==> config.mk <==
export PLATFORM = sky130hd
export DESIGN_NAME = circ_addr_gen
export DESIGN_NICKNAME = d
export VERILOG_FILES = /design/src/rtl/circ_addr_pkg.sv /design/src/rtl/circ_off_scale.sv /design/src/rtl/circ_mode_sel.sv /design/src/rtl/circ_wrap_add.sv /design/src/rtl/circ_addr_gen.sv
export SDC_FILE = /design/constraint.sdc
export NUM_CORES = 1
export LEC_CHECK = 0
export BUFFER_PORTS_ARGS = -buffer_cell sky130_fd_sc_hd__buf_2
export CELL_PAD_IN_SITES_DETAIL_PLACEMENT = 1
export CELL_PAD_IN_SITES_GLOBAL_PLACEMENT = 1
export CORE_UTILIZATION = 39
export DETAILED_ROUTE_END_ITERATION = 10
export GPL_TIMING_DRIVEN = 0
export PLACE_DENSITY_LB_ADDON = 0.1
export SLEW_MARGIN = 40
export SYNTH_ARGS = -nofsm -noshare
export SYNTH_HDL_FRONTEND = slang
export SYNTH_SLANG_ARGS = --single-unit
==> constraint.sdc <==
create_clock -name clk -period 6.3 [get_ports clk]
set_input_delay 0.63 -clock clk [delete_from_list [all_inputs] [get_ports clk]]
set_output_delay 0.63 -clock clk [all_outputs]
set_load 0.02 [all_outputs]
==> src/rtl/circ_addr_pkg.sv <==
package circ_addr_pkg;
    localparam int ADDR_W = 32;
    localparam int IDX_W  = 4;

    typedef enum logic [1:0] {
        SZ_BYTE  = 2'b00,
        SZ_HALF  = 2'b01,
        SZ_WORD  = 2'b10,
        SZ_DWORD = 2'b11
    } size_e;

    typedef enum logic [1:0] {
        MODE_LIN = 2'b00,
        MODE_BKA = 2'b01,
        MODE_BKB = 2'b10,
        MODE_RSV = 2'b11
    } mode_e;

    typedef struct packed {
        logic              valid;
        logic [IDX_W-1:0]  idx;
        logic [ADDR_W-1:0] value;
    } wb_state_t;
endpackage

==> src/rtl/circ_off_scale.sv <==
module circ_off_scale
    import circ_addr_pkg::*;
#(
    parameter int AW    = ADDR_W,
    parameter int IMM_W = 5
) (
    input  logic [AW-1:0]    reg_off,
    input  logic [IMM_W-1:0] imm_off,
    input  logic             use_imm,
    input  logic [1:0]       size_code,
    output logic [AW-1:0]    scaled
);
    logic [AW-1:0] raw_d;

    always_comb begin
        raw_d = use_imm ? {{(AW-IMM_W){1'b0}}, imm_off} : reg_off;
        unique case (size_e'(size_code))
            SZ_BYTE:  scaled = raw_d;
            SZ_HALF:  scaled = raw_d << 1;
            SZ_WORD:  scaled = raw_d << 2;
            default:  scaled = raw_d << 3;
        endcase
    end
endmodule

==> src/rtl/circ_mode_sel.sv <==
module circ_mode_sel
    import circ_addr_pkg::*;
#(
    parameter int CW       = 32,
    parameter int IW       = IDX_W,
    parameter int NUM_CIRC = 8,
    parameter int BK_W     = 5,
    parameter int BKA_LSB  = 16,
    parameter int BKB_LSB  = 21
) (
    input  logic [CW-1:0]   cfg,
    input  logic [IW-1:0]   idx,
    output logic            circ,
    output logic [BK_W-1:0] nsel
);
    localparam int SEL_W = $clog2(NUM_CIRC);

    logic [1:0] fld [NUM_CIRC];

    for (genvar g = 0; g < NUM_CIRC; g++) begin : g_fld
        assign fld[g] = cfg[2*g +: 2];
    end

    mode_e mode_d;

    always_comb begin
        mode_d = MODE_LIN;
        if (int'(idx) < NUM_CIRC) begin
            mode_d = mode_e'(fld[idx[SEL_W-1:0]]);
        end
        unique case (mode_d)
            MODE_BKA: begin circ = 1'b1; nsel = cfg[BKA_LSB +: BK_W]; end
            MODE_BKB: begin circ = 1'b1; nsel = cfg[BKB_LSB +: BK_W]; end
            default:  begin circ = 1'b0; nsel = '0; end
        endcase
    end
endmodule

==> src/rtl/circ_wrap_add.sv <==
module circ_wrap_add
    import circ_addr_pkg::*;
#(
    parameter int AW   = ADDR_W,
    parameter int BK_W = 5
) (
    input  logic [AW-1:0]   base,
    input  logic [AW-1:0]   scaled,
    input  logic            do_sub,
    input  logic            circ,
    input  logic [BK_W-1:0] nsel,
    output logic [AW-1:0]   keep_mask,
    output logic [AW-1:0]   result
);
    logic [AW-1:0] sum_d;
    logic [AW:0]   span_d;

    always_comb begin
        sum_d  = do_sub ? (base - scaled) : (base + scaled);
        span_d = ({{AW{1'b0}}, 1'b1} << ({1'b0, nsel} + 6'd1)) - {{AW{1'b0}}, 1'b1};
        keep_mask = circ ? span_d[AW-1:0] : {AW{1'b1}};
        result = (base & ~keep_mask) | (sum_d & keep_mask);
    end
endmodule

==> src/rtl/circ_addr_gen.sv <==
module circ_addr_gen
    import circ_addr_pkg::*;
(
    input  logic              clk,
    input  logic              rst_n,
    input  logic [ADDR_W-1:0] base_val,
    input  logic [IDX_W-1:0]  base_idx,
    input  logic [ADDR_W-1:0] reg_off,
    input  logic [4:0]        imm_off,
    input  logic              use_imm,
    input  logic [1:0]        size_code,
    input  logic              do_sub,
    input  logic              pre_mod,
    input  logic              wb_en,
    input  logic [31:0]       mode_cfg,
    output logic [ADDR_W-1:0] mem_addr,
    output logic              wb_valid,
    output logic [IDX_W-1:0]  wb_idx,
    output logic [ADDR_W-1:0] wb_value
);
    localparam int BK_W = 5;

    logic [ADDR_W-1:0] scaled;
    logic [ADDR_W-1:0] keep_mask;
    logic [ADDR_W-1:0] upd;
    logic              circ;
    logic [BK_W-1:0]   nsel;
    wb_state_t         wb_d, wb_q;

    circ_off_scale #(.AW(ADDR_W), .IMM_W(5)) u_scale (
        .reg_off  (reg_off),
        .imm_off  (imm_off),
        .use_imm  (use_imm),
        .size_code(size_code),
        .scaled   (scaled)
    );

    circ_mode_sel #(.CW(32), .IW(IDX_W), .NUM_CIRC(8), .BK_W(BK_W),
                    .BKA_LSB(16), .BKB_LSB(21)) u_mode (
        .cfg (mode_cfg),
        .idx (base_idx),
        .circ(circ),
        .nsel(nsel)
    );

    circ_wrap_add #(.AW(ADDR_W), .BK_W(BK_W)) u_wrap (
        .base     (base_val),
        .scaled   (scaled),
        .do_sub   (do_sub),
        .circ     (circ),
        .nsel     (nsel),
        .keep_mask(keep_mask),
        .result   (upd)
    );

    assign mem_addr = pre_mod ? upd : base_val;

    always_comb begin
        wb_d       = wb_q;
        wb_d.valid = wb_en;
        if (wb_en) begin
            wb_d.idx   = base_idx;
            wb_d.value = upd;
        end
    end

    always_ff @(posedge clk) begin
        if (!rst_n) wb_q <= '0;
        else        wb_q <= wb_d;
    end

    assign wb_valid = wb_q.valid;
    assign wb_idx   = wb_q.idx;
    assign wb_value = wb_q.value;

    p_upper_frozen_r3: assert property (@(posedge clk) disable iff (!rst_n)
        circ |-> (((upd ^ base_val) & ~keep_mask) == '0));

    p_post_base_r7: assert property (@(posedge clk) disable iff (!rst_n)
        !pre_mod |-> (mem_addr == base_val));

    p_pre_result_r7: assert property (@(posedge clk) disable iff (!rst_n)
        pre_mod |-> (mem_addr == upd));

    p_wb_follows_r8: assert property (@(posedge clk) disable iff (!rst_n)
        wb_en |=> (wb_valid && wb_value == $past(upd) && wb_idx == $past(base_idx)));

    p_wb_idle_r8: assert property (@(posedge clk) disable iff (!rst_n)
        !wb_en |=> !wb_valid);

    p_high_idx_linear_r5: assert property (@(posedge clk) disable iff (!rst_n)
        base_idx[3] |-> !circ);
endmodule

* After elaboration in Yosys (flattened, before gate mapping) *
Index checks and enable logic that the tools add are counted.

cells by class
  add/subtract/negate cells = 4
  $lt $le $gt $ge = 2
  reduce and logical (&&, ||, !) cells = 2
  bitwise operators = 5
  shifts and indexed selects = 1
  equal/unequal tests = 4
  mux-type cells = 11

operators by type and width
  kind                     number
  $mux W32                 4
  $pmux W32 S3             1
  $and A32 B32 Y32         2
  $add A32 B32 Y32         1
  $not A32 Y32             1
  $or A32 B32 Y32          1
  $shl A1 B6 Y32 const A   1
  $sub A32 B1 Y32 const B  1
  $sub A32 B32 Y32         1
  $pmux W5 S2              1
  $add A5 B1 Y6 const B    1
  $bmux W2 S3              1
  $mux W2                  3
  $eq A2 B1 Y1 const B     2
  $eq A2 B2 Y1 const B     2
  $ge A4 B4 Y1 const B     1
  $lt A4 B4 Y1 const B     1
  $not A3 Y4               1
  $logic_not A2 Y1         1
  $reduce_or A2 Y1         1
  $mux W1                  1

word-level totals
  input port bits = 113
  bits in registers = 37
  output and inout port bits = 69

* Longest topological paths before layout *
Gate-level depths: netlist (run 1).

  depth after elaboration = 15
  gate-level depth with buffers = 25
  depth with buffers taken out = 20

* By module *
Synthesis (run 1) repeated with hierarchy kept, for this count alone.

unflattened totals
  cell total of the unflattened synthesis = 763
  area, all modules = 6264.8 µm²

modules (own cells, without submodules)
  module          area each (µm²)  times used  seq. area each (µm²)  cells an instance
  circ_wrap_add   3163.0           1           0.0                   489
  circ_addr_gen   1835.5           1           740.7                 153
  circ_off_scale  1014.7           1           0.0                   90
  circ_mode_sel   251.5            1           0.0                   31

* Worst setup path after synthesis (run 1) *
No wires, ideal clock.

  kind = input -> output
  start point = in size_code[0]
  end point = out mem_addr[31]
  data arrival time = 5279 ps
  required time = 5670 ps
  path buffers = 6
  cell stages on the path = 25
  path slack = 391 ps
  cell sequence = buf_6 buf_12 buf_6 buf_6 buf_6 clkbuf_1 nor2_1 nand2_1 ha_1 o221ai_1 nor2_1 and4_1 nor2_1 xor2_1 ha_1 a21oi_1 nor2_1 a211o_1 a31o_2 a22o_1 a31oi_1 nor4_1 or3_4 a211oi_2 xor2_1

between the ends
  longest elaborated chain between the ends = 7
  elaborated cells between the ends (all ways) = 10
  those cells by class = 2 x add/sub; 2 x eq/ne; 3 x mux; 2 x bitwise; 1 x reduce/logical

ends and longest elaborated chain
  item                                                         line                  source
  start: declaration                                           circ_addr_gen.sv:11   input logic [1:0] size_code,
  $eq A2 B2 Y1, or another cell as far along                   circ_off_scale.sv:17  unique case (size_e'(size_code))
  $pmux W32 S3 *                                               circ_off_scale.sv:17
  $add A32 B32 Y32 / $sub A32 B32 Y32 (equally long branches)  circ_wrap_add.sv:19   sum_d = do_sub ? (base - scaled) : (base + scaled);
  $mux W32 *                                                   circ_wrap_add.sv:19
  $and A32 B32 Y32 *                                           circ_wrap_add.sv:22   result = (base & ~keep_mask) | (sum_d & keep_mask);
  $or A32 B32 Y32 *                                            circ_wrap_add.sv:22
  $mux W32 *                                                   circ_addr_gen.sv:56   assign mem_addr = pre_mod ? upd : base_val;
  end: declaration                                             circ_addr_gen.sv:16   output logic [ADDR_W-1:0] mem_addr,

Mark *: on every way between the ends. The rest lies on a longest branch, timed or not.

* Worst setup path after layout (run 1) *
  start point = in size_code[1]
  end point = out mem_addr[31]

Same word-level chain as after synthesis.

==> out/metrics.cfg, run 1 <==
[yosys]
ys_ff_latch = 37
synth.most_common_cell = nor2_1
yosysSeqAreaShare_pct = 11.2
synth_top_flop_cell = dfxtp_1
yosysTopAreaCell = dfxtp_1
syn_avg_cell_area_um2 = 7.14
syn_nets = 1076
yosysWarnings = 0
synth_area_mm2 = 0.00662
synthTopCellsByCount = nor2_1 (105), nand2_1 (96), a21oi_1 (95)
synthDistinctLibCells = 78
synthCells = 927
synth_edf_count = 0
yosys-top-cells-area = dfxtp_1 (11%), mux2i_1 (8.6%), a21oi_1 (7.2%), ha_1 (6.6%), nor2_1 (6.0%)
netlist.area_leader.share_pct = 11.2
async_flop_share_pct = 0

[final_layout]
nFillCells = 2223
drive_above_1_share_pct = 23.9
nets = 1257
multi_input_area_mm2 = 0.00561
regArea_um2 = 741
post-route-util_pct = 49.1
areaGrowthSynthToFinish_pct = 23.0

[clock_tree]
clk_latency_ns = 0.28
clockBufferDepth = 2
cts_max_level = 2
cts_root_buf = clkbuf_16
cts_tree = built
clk_pin_slew_worst_paths_ns = 0.06
cts_buffers = 5
cts_num_sinks = 37

[setup_path]
critPathArrivalTime_ns = 5.43
path_max_fanout = 10
cp_slowest_stage_delay_ns = 0.40
end_kind = primary output
critPathRequiredTime_ns = 5.67
critPathLaunchType = primary input
path_cells = buf_2 > buf_4 > clkbuf_4 > mux4_1 > o21ai_0 > nand4_1 > buf_4 > nor4_4 > and2_4 > a21oi_1 > o22a_1 > ha_1 > a21oi_1 > inv_1 > a221o_1 > a21oi_1 > o31ai_1 > or3_4 > a211oi_2 > xor2_1 > buf_4
worst_path_max_delay_cell = nor4_4
critPathKind = in -> out

[drt]
drt_iter0_markers = 424
drt-total-wl_um = 26100
wl_per_cell_um = 19.6
ant_nets = 0
viasPerCell = 5.84
routed-via-count = 7765
drt-pass1-iter-count = 4
route.detailed.drc = 0

[floorplan]
core_mm2 = 0.0166
ioPinCount = 182
die_width_um = 132
start_util_pct = 39.9
die_h_um = 132
die_area_mm2 = 0.0175
rows = 47

[power]
powerDensity_mw_per_mm2 = 210
p_sw_mw = 0.800
p_sw_share_pct = 46.9
seqPwrFrac_pct = 16.4
clkPwrFrac_pct = 19.2
p_comb_share_pct = 64.4
vdd_drop_max_mv = 0.182
internal_power_mw = 0.907
p_leak_nw = 3.66

[placement]
place_congestion = 0.948
pre_cts_slack_ns = -0.632
port_buffers = 169
place_hpwl_um = 21700

[timing]
setup_viol = 0
timing.final.crit_share_pct = 96.2
maxSlewViolCount = 0
post-route-worst-setup-slack_ns = 0.240
max_freq_mhz = 165
tightest_slew_ns = 0.687
setup_tns_ns = 0
hold_viol = 0
fin_crit_ns = 6.06
fin_skew_ns = 0
relSlewSlack_pct = 54.0

[global_route]
grt_overflow_total = 0
grt_pass1_vias = 7681
antenna_found_initial = 1
grt_pass1_wl_um = 41100
grt_max_degree = 14
grt_usage_pct = 29.3

[run]
drv_cap = 0

[run_status]
status = finished, final reports clean

[min_path]
holdCritPathClass = reg -> reg

-- cell type report --
| cell class | count | share of cell area, % |
|---|---|---|
| buffer | 55 | 3.74 |
| timing repair buffer | 177 | 11.2 |
| clock buffer | 5 | 1.54 |
| inverter | 28 | 1.29 |
| tap | 220 | 3.38 |
| sequential | 37 | 9.10 |
| multi-input combinational | 804 | 69.0 |
| antenna | 1 | 0.0308 |
| clock inverter | 3 | 0.800 |
-- cells by family (layout without fill, tap and decap cells) --
| group | after synthesis | in the layout | synth area share (%) |
|---|---|---|---|
| AO/OA/AOI/OAI | 315 | 315 | 31.0 |
| AND/OR/NAND/NOR | 310 | 310 | 21.7 |
| multiplexers | 89 | 89 | 16.2 |
| buffers and inverters | 86 | 268 | 5.94 |
| XOR/XNOR | 53 | 53 | 7.02 |
| flip-flops | 37 | 37 | 11.2 |
| adder cells (fa/ha/maj) | 36 | 36 | 6.92 |
| other | 1 | 2 | 0.0567 |
-- critical path: cells and delay by family --
family | cells | cell delay, ns
buffers and inverters | 6 | 1.03
AND/OR/NAND/NOR | 4 | 1.21
adder cells (fa/ha/maj) | 1 | 0.37
AO/OA/AOI/OAI | 8 | 1.63
multiplexers | 1 | 0.32
XOR/XNOR | 1 | 0.24
-- placed cells by master (no fill, tap or decap), drive strengths merged, types with 11 or more instances in the layout --
cell type    n
inv         27
mux2        21
a21o        15
clkbuf      42
o21ai       60
buf        195
a31oi       17
nand3       21
ha          35
nor2       106
nand2b      16
a21oi       96
nor3        17
dfxtp       37
xnor2       27
mux4        11
nor2b       12
nand2       97
mux2i       57
xor2        26
a211oi      28
-- repair_timing --
item	CTS	global route
setup endpoints to repair	13	9
setup buffers	2	6
hold buffers	0	0
gates resized for setup	15	29
hold endpoints to repair	0	0
pin swaps	2	8
-- final timing paths --
check / start / end / slack [ns] / cells after the start
worst max-delay path: size_code[1] / mem_addr[31] / 0.24 / 21
worst min-delay path: wb_value[16] / wb_value[16] / 0.48 / 2
worst max register to register: wb_value[27] / wb_value[27] / 5.43 / 3
worst min register to register: wb_value[16] / wb_value[16] / 0.48 / 2
-- power groups by stage --
stage                     logic [mW]  clock network (mW)  registers (mW)
after global routing            1.19               0.341           0.284
after floorplan                0.695                   0           0.320
final                           1.10               0.328           0.281
after CTS                       1.08               0.331           0.281
after global placement          1.04                   0           0.285
after detailed placement        1.06                   0           0.286
-- registers in the layout, summed over array words and instances, names as in the netlist --
register,flops
wb_valid,1
wb_value,32
wb_idx,4
-- per-layer routing --
layer / up-vias / wire, µm / track usage (%)
li1: 3808 / - / -
met1: 3701 / 11800 / 37.2
met2: 214 / 12700 / 52.3
met3: 42 / 893 / 1.88
met4: 0 / 722 / 9.83
met5: - / 0 / 0
-- stage by stage --
step           power, mW  area (µm²)  std cells  hold WS, ns
2_1_floorplan       1.02        6620        927        0.543
5_1_grt             1.82        8140       1329        0.515
3_5_place_dp        1.35        7740       1316        0.473
4_1_cts             1.69        8010       1325        0.481
3_3_place_gp        1.33        7740       1316        0.466
6_report            1.71        8140       1330        0.478
No activity file was read; power rests on OpenSTA's default activity.
==> run 2, diff against run 1 <==
--- a/config.mk
+++ b/config.mk
@@ -5,13 +5,14 @@
 export SDC_FILE = /design/constraint.sdc
 export NUM_CORES = 1
 export LEC_CHECK = 0
-export BUFFER_PORTS_ARGS = -buffer_cell sky130_fd_sc_hd__buf_2
 export CELL_PAD_IN_SITES_DETAIL_PLACEMENT = 1
 export CELL_PAD_IN_SITES_GLOBAL_PLACEMENT = 1
-export CORE_UTILIZATION = 39
+export CORE_UTILIZATION = 47
 export DETAILED_ROUTE_END_ITERATION = 10
+export DONT_BUFFER_PORTS = 1
 export GPL_TIMING_DRIVEN = 0
 export PLACE_DENSITY_LB_ADDON = 0.1
+export REMOVE_ABC_BUFFERS = 1
 export SLEW_MARGIN = 40
 export SYNTH_ARGS = -nofsm -noshare
 export SYNTH_HDL_FRONTEND = slang
==> run 2 against run 1 <==
  * Critical path type unchanged
  * Sequential cell count unchanged
  * Maximum frequency is 0.36% higher
  * First-iteration DRC count fell by 20%
  * Sequential power up 15%
  * Cell count shrank 21%
  * Via count fell by 10%
  * Critical path depth fell by 5
  * Worst hold slack worse by 0.045 ns
  * Clock power is 23% lower
  * Routed wire length shrank 12%
==> out/metrics.cfg, run 2 (synthesis results as in run 1) <==
[clock_tree]
cts_max_level = 2  ; unchanged
cts_num_sinks = 37  ; unchanged
clk_latency_ns = 0.28  ; about the same
hold_buffers = 0  ; unchanged
clockBufferDepth = 2  ; unchanged
cts_tree = built
cts_root_buf = clkbuf_16
cts_buffers = 5  ; unchanged
clk_pin_slew_worst_paths_ns = 0.06  ; about the same
post_cts_buffers = 0  ; -2

[setup_path]
critPathKind = in -> out
end_kind = primary output
path_max_fanout = 59  ; +49
critPathRequiredTime_ns = 5.67  ; about the same
critPathArrivalTime_ns = 5.41  ; -0.02 ns
critPathLaunchType = primary input
worst_path_max_delay_cell = mux4_1
crit_family = simple AND/OR/NAND/NOR gates
path_cells = mux4_1 > mux2i_1 > and4_1 > nor2b_1 > o21ai_0 > nor2_1 > a41oi_1 > xnor2_1 > ha_1 > and3_1 > a221o_1 > a21oi_1 > o31ai_1 > or3_4 > a211oi_2 > xor2_1
cp_slowest_stage_delay_ns = 0.59  ; +0.19 ns
cp_num_buf_inv = 0  ; -6

[min_path]
holdCritPathClass = in -> reg

[power]
vdd_drop_max_mv = 0.111  ; -39%
p_leak_nw = 2.74  ; -25%
powerDensity_mw_per_mm2 = 212  ; +0.86%

[drt]
drt-total-wl_um = 23100  ; -12%
viasPerCell = 6.58  ; +13%
ant_nets = 0  ; unchanged
routed-via-count = 6958  ; -10%
route.detailed.drc = 0  ; unchanged
drt_iter0_markers = 338  ; -20%
drt-pass1-iter-count = 5  ; +1
wl_per_cell_um = 21.8  ; +11%

[floorplan]
ioPinCount = 182  ; unchanged
die_h_um = 121  ; -8.8%
die_area_mm2 = 0.0146  ; -17%
core_mm2 = 0.0135  ; -19%
die_width_um = 121  ; -8.8%
start_util_pct = 49.0  ; +9.1 points
rows = 42  ; -11%

[placement]
place_hpwl_um = 18300  ; -16%
placed_cell_area_mm2 = 0.00659  ; -15%
place_congestion = 0.894  ; -5.8%
dp_cells = 1049  ; -20%
port_buffers = 0  ; -100%

[run_status]
status = finished, final reports clean

[timing]
tightest_slew_ns = 0.783  ; +0.0959 ns
setup_tns_ns = 0  ; unchanged
max_freq_mhz = 166  ; +0.36%
rsz0062_at_grt = no
fin_skew_ns = 0  ; unchanged
timing.final.crit_share_pct = 95.8  ; -0.35 points
relSlewSlack_pct = 47.3  ; -6.8 points
hold_viol = 0  ; unchanged
maxSlewViolCount = 0  ; unchanged
fin_crit_ns = 6.04  ; -0.0217 ns
setup_viol = 0  ; unchanged

[final_layout]
final_common_cell = nor2_1
nets = 1029  ; -18%
post-route-util_pct = 50.0  ; +0.96 points
final_area_mm2 = 0.00676  ; -17%
layout.cells.non_filler = 1057  ; -21%
largest_reg_flops = 32  ; unchanged
drive_above_1_share_pct = 6.92  ; -17 points
areaGrowthSynthToFinish_pct = 2.12
antennaDiodeCount = 0  ; -1
mostFrequentLayoutCells = nor2_1 (105), nand2_1 (96), a21oi_1 (95)

[global_route]
grt.busiest_layer = met2
met2_usage_pct = 55.5  ; +3.2 points
grt_overflow_total = 0  ; unchanged
grt.met3_usage_pct = 5.09  ; +3.2 points
grt_util_met1_pct = 39.3  ; +2.1 points
grt_pass1_wl_um = 36500  ; -11%
grt_usage_pct = 31.3  ; +2.0 points
grt_pass1_vias = 7045  ; -8.3%
antenna_found_initial = 0  ; -1
grt_max_degree = 66  ; +52

[run]
drv_cap = 0  ; unchanged

run 2: cell types whose count changed in the layout (fill, tap and decap cells not counted), sizes merged:
cell,delta
bufinv,-2
buf,-191
clkbuf,-36
clkinvlp,+1
inv,-1
diode,-1
clkinv,+1
run 2: routing by layer:
metal | wire, µm | share of wire (%) | vias up
li1 | - | - | 3341
met1 | 10100 | 44 | 3383
met2 | 11300 | 49 | 206
met3 | 1240 | 5.4 | 28
met4 | 393 | 1.7 | 0
met5 | 0 | 0 | -
run 2: final cells by class:
| class | instances | area, µm² |
|---|---|---|
| fill | 1759 | 6750 |
| clock buffer | 6 | 129 |
| timing repair buffer | 4 | 25.0 |
| inverter | 28 | 109 |
| multi-input combinational | 804 | 5520 |
| tap | 176 | 220 |
| sequential | 37 | 741 |
| clock inverter | 2 | 10.0 |
run 2: worst paths after layout:
path / slack (ns) / depth (start not counted) / end / from
setup / recovery: 0.26 / 16 / mem_addr[31] / size_code[0]
hold / removal: 0.43 / 1 / wb_value[25] / wb_en
setup reg to reg: 5.35 / 3 / wb_value[27] / wb_value[27]
hold reg to reg: 0.58 / 2 / wb_value[16] / wb_value[16]
run 2: stage by stage:
stage	setup WS [ns]	power, mW	hold WS [ns]
2_1_floorplan	0.951	0.978	0.543
3_3_place_gp	0.0836	1.13	0.555
3_5_place_dp	0.116	1.17	0.575
4_1_cts	0.0986	1.42	0.429
5_1_grt	0.00426	1.52	0.424
6_report	0.262	1.43	0.433
run 2: report_power, final:
part / total [mW] / internal [mW] / switching [mW] / leakage [nW]
logic: 0.857 / 0.330 / 0.528 / 2.36
clock network: 0.251 / 0.146 / 0.105 / 0.0706
registers: 0.322 / 0.265 / 0.0576 / 0.307
total: 1.43 / 0.740 / 0.690 / 2.74
run 2: repair_timing:
item	in CTS	in global routing
resized for setup	0	5
setup endpoints to repair	0	4
hold endpoints to repair	0	0
==> run 3, diff against run 2 <==
--- a/config.mk
+++ b/config.mk
@@ -8,6 +8,7 @@
 export CELL_PAD_IN_SITES_DETAIL_PLACEMENT = 1
 export CELL_PAD_IN_SITES_GLOBAL_PLACEMENT = 1
 export CORE_UTILIZATION = 47
+export CTS_BUF_LIST = sky130_fd_sc_hd__clkbuf_16
 export DETAILED_ROUTE_END_ITERATION = 10
 export DONT_BUFFER_PORTS = 1
 export GPL_TIMING_DRIVEN = 0
==> run 3 against run 2 <==
  * Largest power group unchanged
  * Clock power hardly changed
  * Sequential power hardly changed
  * Critical endpoint unchanged
  * Core utilization stayed put
  * Clock-buffer cell count is 1 lower
==> out/metrics.cfg, run 3 (synthesis results as in run 1) <==
[run_status]
status = finished, final reports clean

[drt]
drt_iter0_markers = 338  ; unchanged
dr_wl_met3_um = 1200  ; -3.5%
wl_per_cell_um = 21.8  ; about the same
wl_met2_um = 11300  ; about the same
viasPerCell = 6.58  ; about the same
ant_nets = 0  ; unchanged
drt-met1-wl_um = 10200  ; +0.33%
routed-via-count = 6959  ; +0.014%
drt-pass1-iter-count = 5  ; unchanged
drt-total-wl_um = 23100  ; about the same
routed.top_layer = met4
route.detailed.drc = 0  ; unchanged

[setup_path]
critPathArrivalTime_ns = 5.41  ; about the same
reg2reg_from = wb_value[27]
critPathKind = in -> out
reg2reg_depth = 3  ; unchanged
regToRegEndpoint = wb_value[27]
critPathRequiredTime_ns = 5.67  ; about the same
end_kind = primary output
critPathLaunchType = primary input
rrSetupSlack_ns = 5.35  ; about the same
crit_start = size_code[0]
path_max_fanout = 59  ; unchanged

[timing]
whs_ns = 0.433  ; -0.000188 ns
relSlewSlack_pct = 47.3  ; unchanged
hold_viol = 0  ; unchanged
max_freq_mhz = 166  ; about the same
fin_skew_ns = 0  ; unchanged
timing.final.crit_share_pct = 95.9  ; about the same
setup_viol = 0  ; unchanged
tightest_slew_ns = 0.783  ; unchanged
maxSlewViolCount = 0  ; unchanged
post-route-worst-setup-slack_ns = 0.261  ; -0.000430 ns
fin_crit_ns = 6.04  ; +0.000430 ns
setup_tns_ns = 0  ; unchanged
rsz0062_at_grt = no

[final_layout]
nFillCells = 1759  ; unchanged
mostFrequentLayoutCells = nor2_1 (105), nand2_1 (96), a21oi_1 (95)
final_common_cell = nor2_1
antennaDiodeCount = 0  ; unchanged
nets = 1029  ; unchanged
post-route-util_pct = 50.0  ; unchanged
final_area_mm2 = 0.00676  ; unchanged
largest_reg_flops = 32  ; unchanged
drive_above_1_share_pct = 6.92  ; unchanged
layout.cells.non_filler = 1057  ; unchanged
areaGrowthSynthToFinish_pct = 2.12  ; unchanged

[global_route]
grt_pass1_wl_um = 36500  ; unchanged
grt_usage_pct = 31.3  ; unchanged
grt_overflow_total = 0  ; unchanged
grt_max_degree = 66  ; unchanged
antenna_found_initial = 0  ; unchanged
grt_pass1_vias = 7045  ; unchanged

[clock_tree]
clk_latency_ns = 0.28  ; about the same
cts_num_sinks = 37  ; unchanged
cts_tree = built
cts_buffers = 5  ; unchanged
cts_root_buf = clkbuf_16
clk_pin_slew_worst_paths_ns = 0.06  ; about the same
clockBufferDepth = 2  ; unchanged
cts_max_level = 2  ; unchanged
hold_buffers = 0  ; unchanged

[min_path]
worst_hold_path.endpoint = wb_value[25]
holdCritPathClass = in -> reg
min_from = wb_en
whs_path_depth = 1  ; unchanged

[floorplan]
start_util_pct = 49.0  ; unchanged
die_area_mm2 = 0.0146  ; unchanged
core_mm2 = 0.0135  ; unchanged
die_width_um = 121  ; unchanged
die_h_um = 121  ; unchanged
rows = 42  ; unchanged
ioPinCount = 182  ; unchanged

[power]
powerDensity_mw_per_mm2 = 211  ; -0.16%
p_leak_nw = 2.74  ; +0.15%
vdd_drop_max_mv = 0.111  ; -0.12%
power_mw = 1.43  ; -0.16%

[placement]
place_hpwl_um = 18300  ; unchanged
placed_cell_area_mm2 = 0.00659  ; unchanged
port_buffers = 0  ; unchanged
dp_cells = 1049  ; unchanged
pre_cts_slack_ns = 0.116  ; unchanged
place_congestion = 0.894  ; unchanged

[run]
drv_cap = 0  ; unchanged

==> run 3: layer usage <==
layer,vias up,global-route usage (%)
li1,3342,-
met1,3386,39.3
met2,203,55.5
met3,28,5.09
met4,0,7.33
met5,-,0
==> run 3: worst max path at each step <==
stage	endpoint	cells past startpoint
floorplan	mem_addr[31]	19
global placement	mem_addr[31]	18
detailed placement	mem_addr[29]	19
CTS	mem_addr[29]	19
global route	mem_addr[31]	18
finish	mem_addr[31]	16
==> run 3: what timing repair did <==
| item | in CTS | in global routing |
|---|---|---|
| buffers inserted | 0 | 0 |
| resized for setup | 0 | 5 |
| endpoints found under the hold margin | 0 | 0 |
| endpoints found under the setup margin | 0 | 4 |
==> run 3: where the power goes <==
group / switching, mW / internal (mW) / total, mW
Combinational: 0.527 / 0.330 / 0.857
Clock: 0.104 / 0.144 / 0.248
Sequential: 0.0576 / 0.265 / 0.322
==> run 3: critical path: stages <==
cell and delay, ns:
mux4_1 0.59, mux2i_1 0.27, and4_1 0.41, nor2b_1 0.30, o21ai_0 0.18, nor2_1 0.21, a41oi_1 0.17, xnor2_1 0.39
ha_1 0.40, and3_1 0.22, a221o_1 0.33, a21oi_1 0.14, o31ai_1 0.09, or3_4 0.40, a211oi_2 0.26, xor2_1 0.41
==> run 3: final cells by class <==
class / instances / area (µm²) / share of cell area (%)
Inverter: 28 / 109 / 1.61
Timing Repair Buffer: 4 / 25.0 / 0.370
Clock inverter: 3 / 13.8 / 0.204
Sequential cell: 37 / 741 / 11.0
Tap cell: 176 / 220 / 3.26
Multi-Input combinational cell: 804 / 5520 / 81.7
Clock buffer: 5 / 125 / 1.85
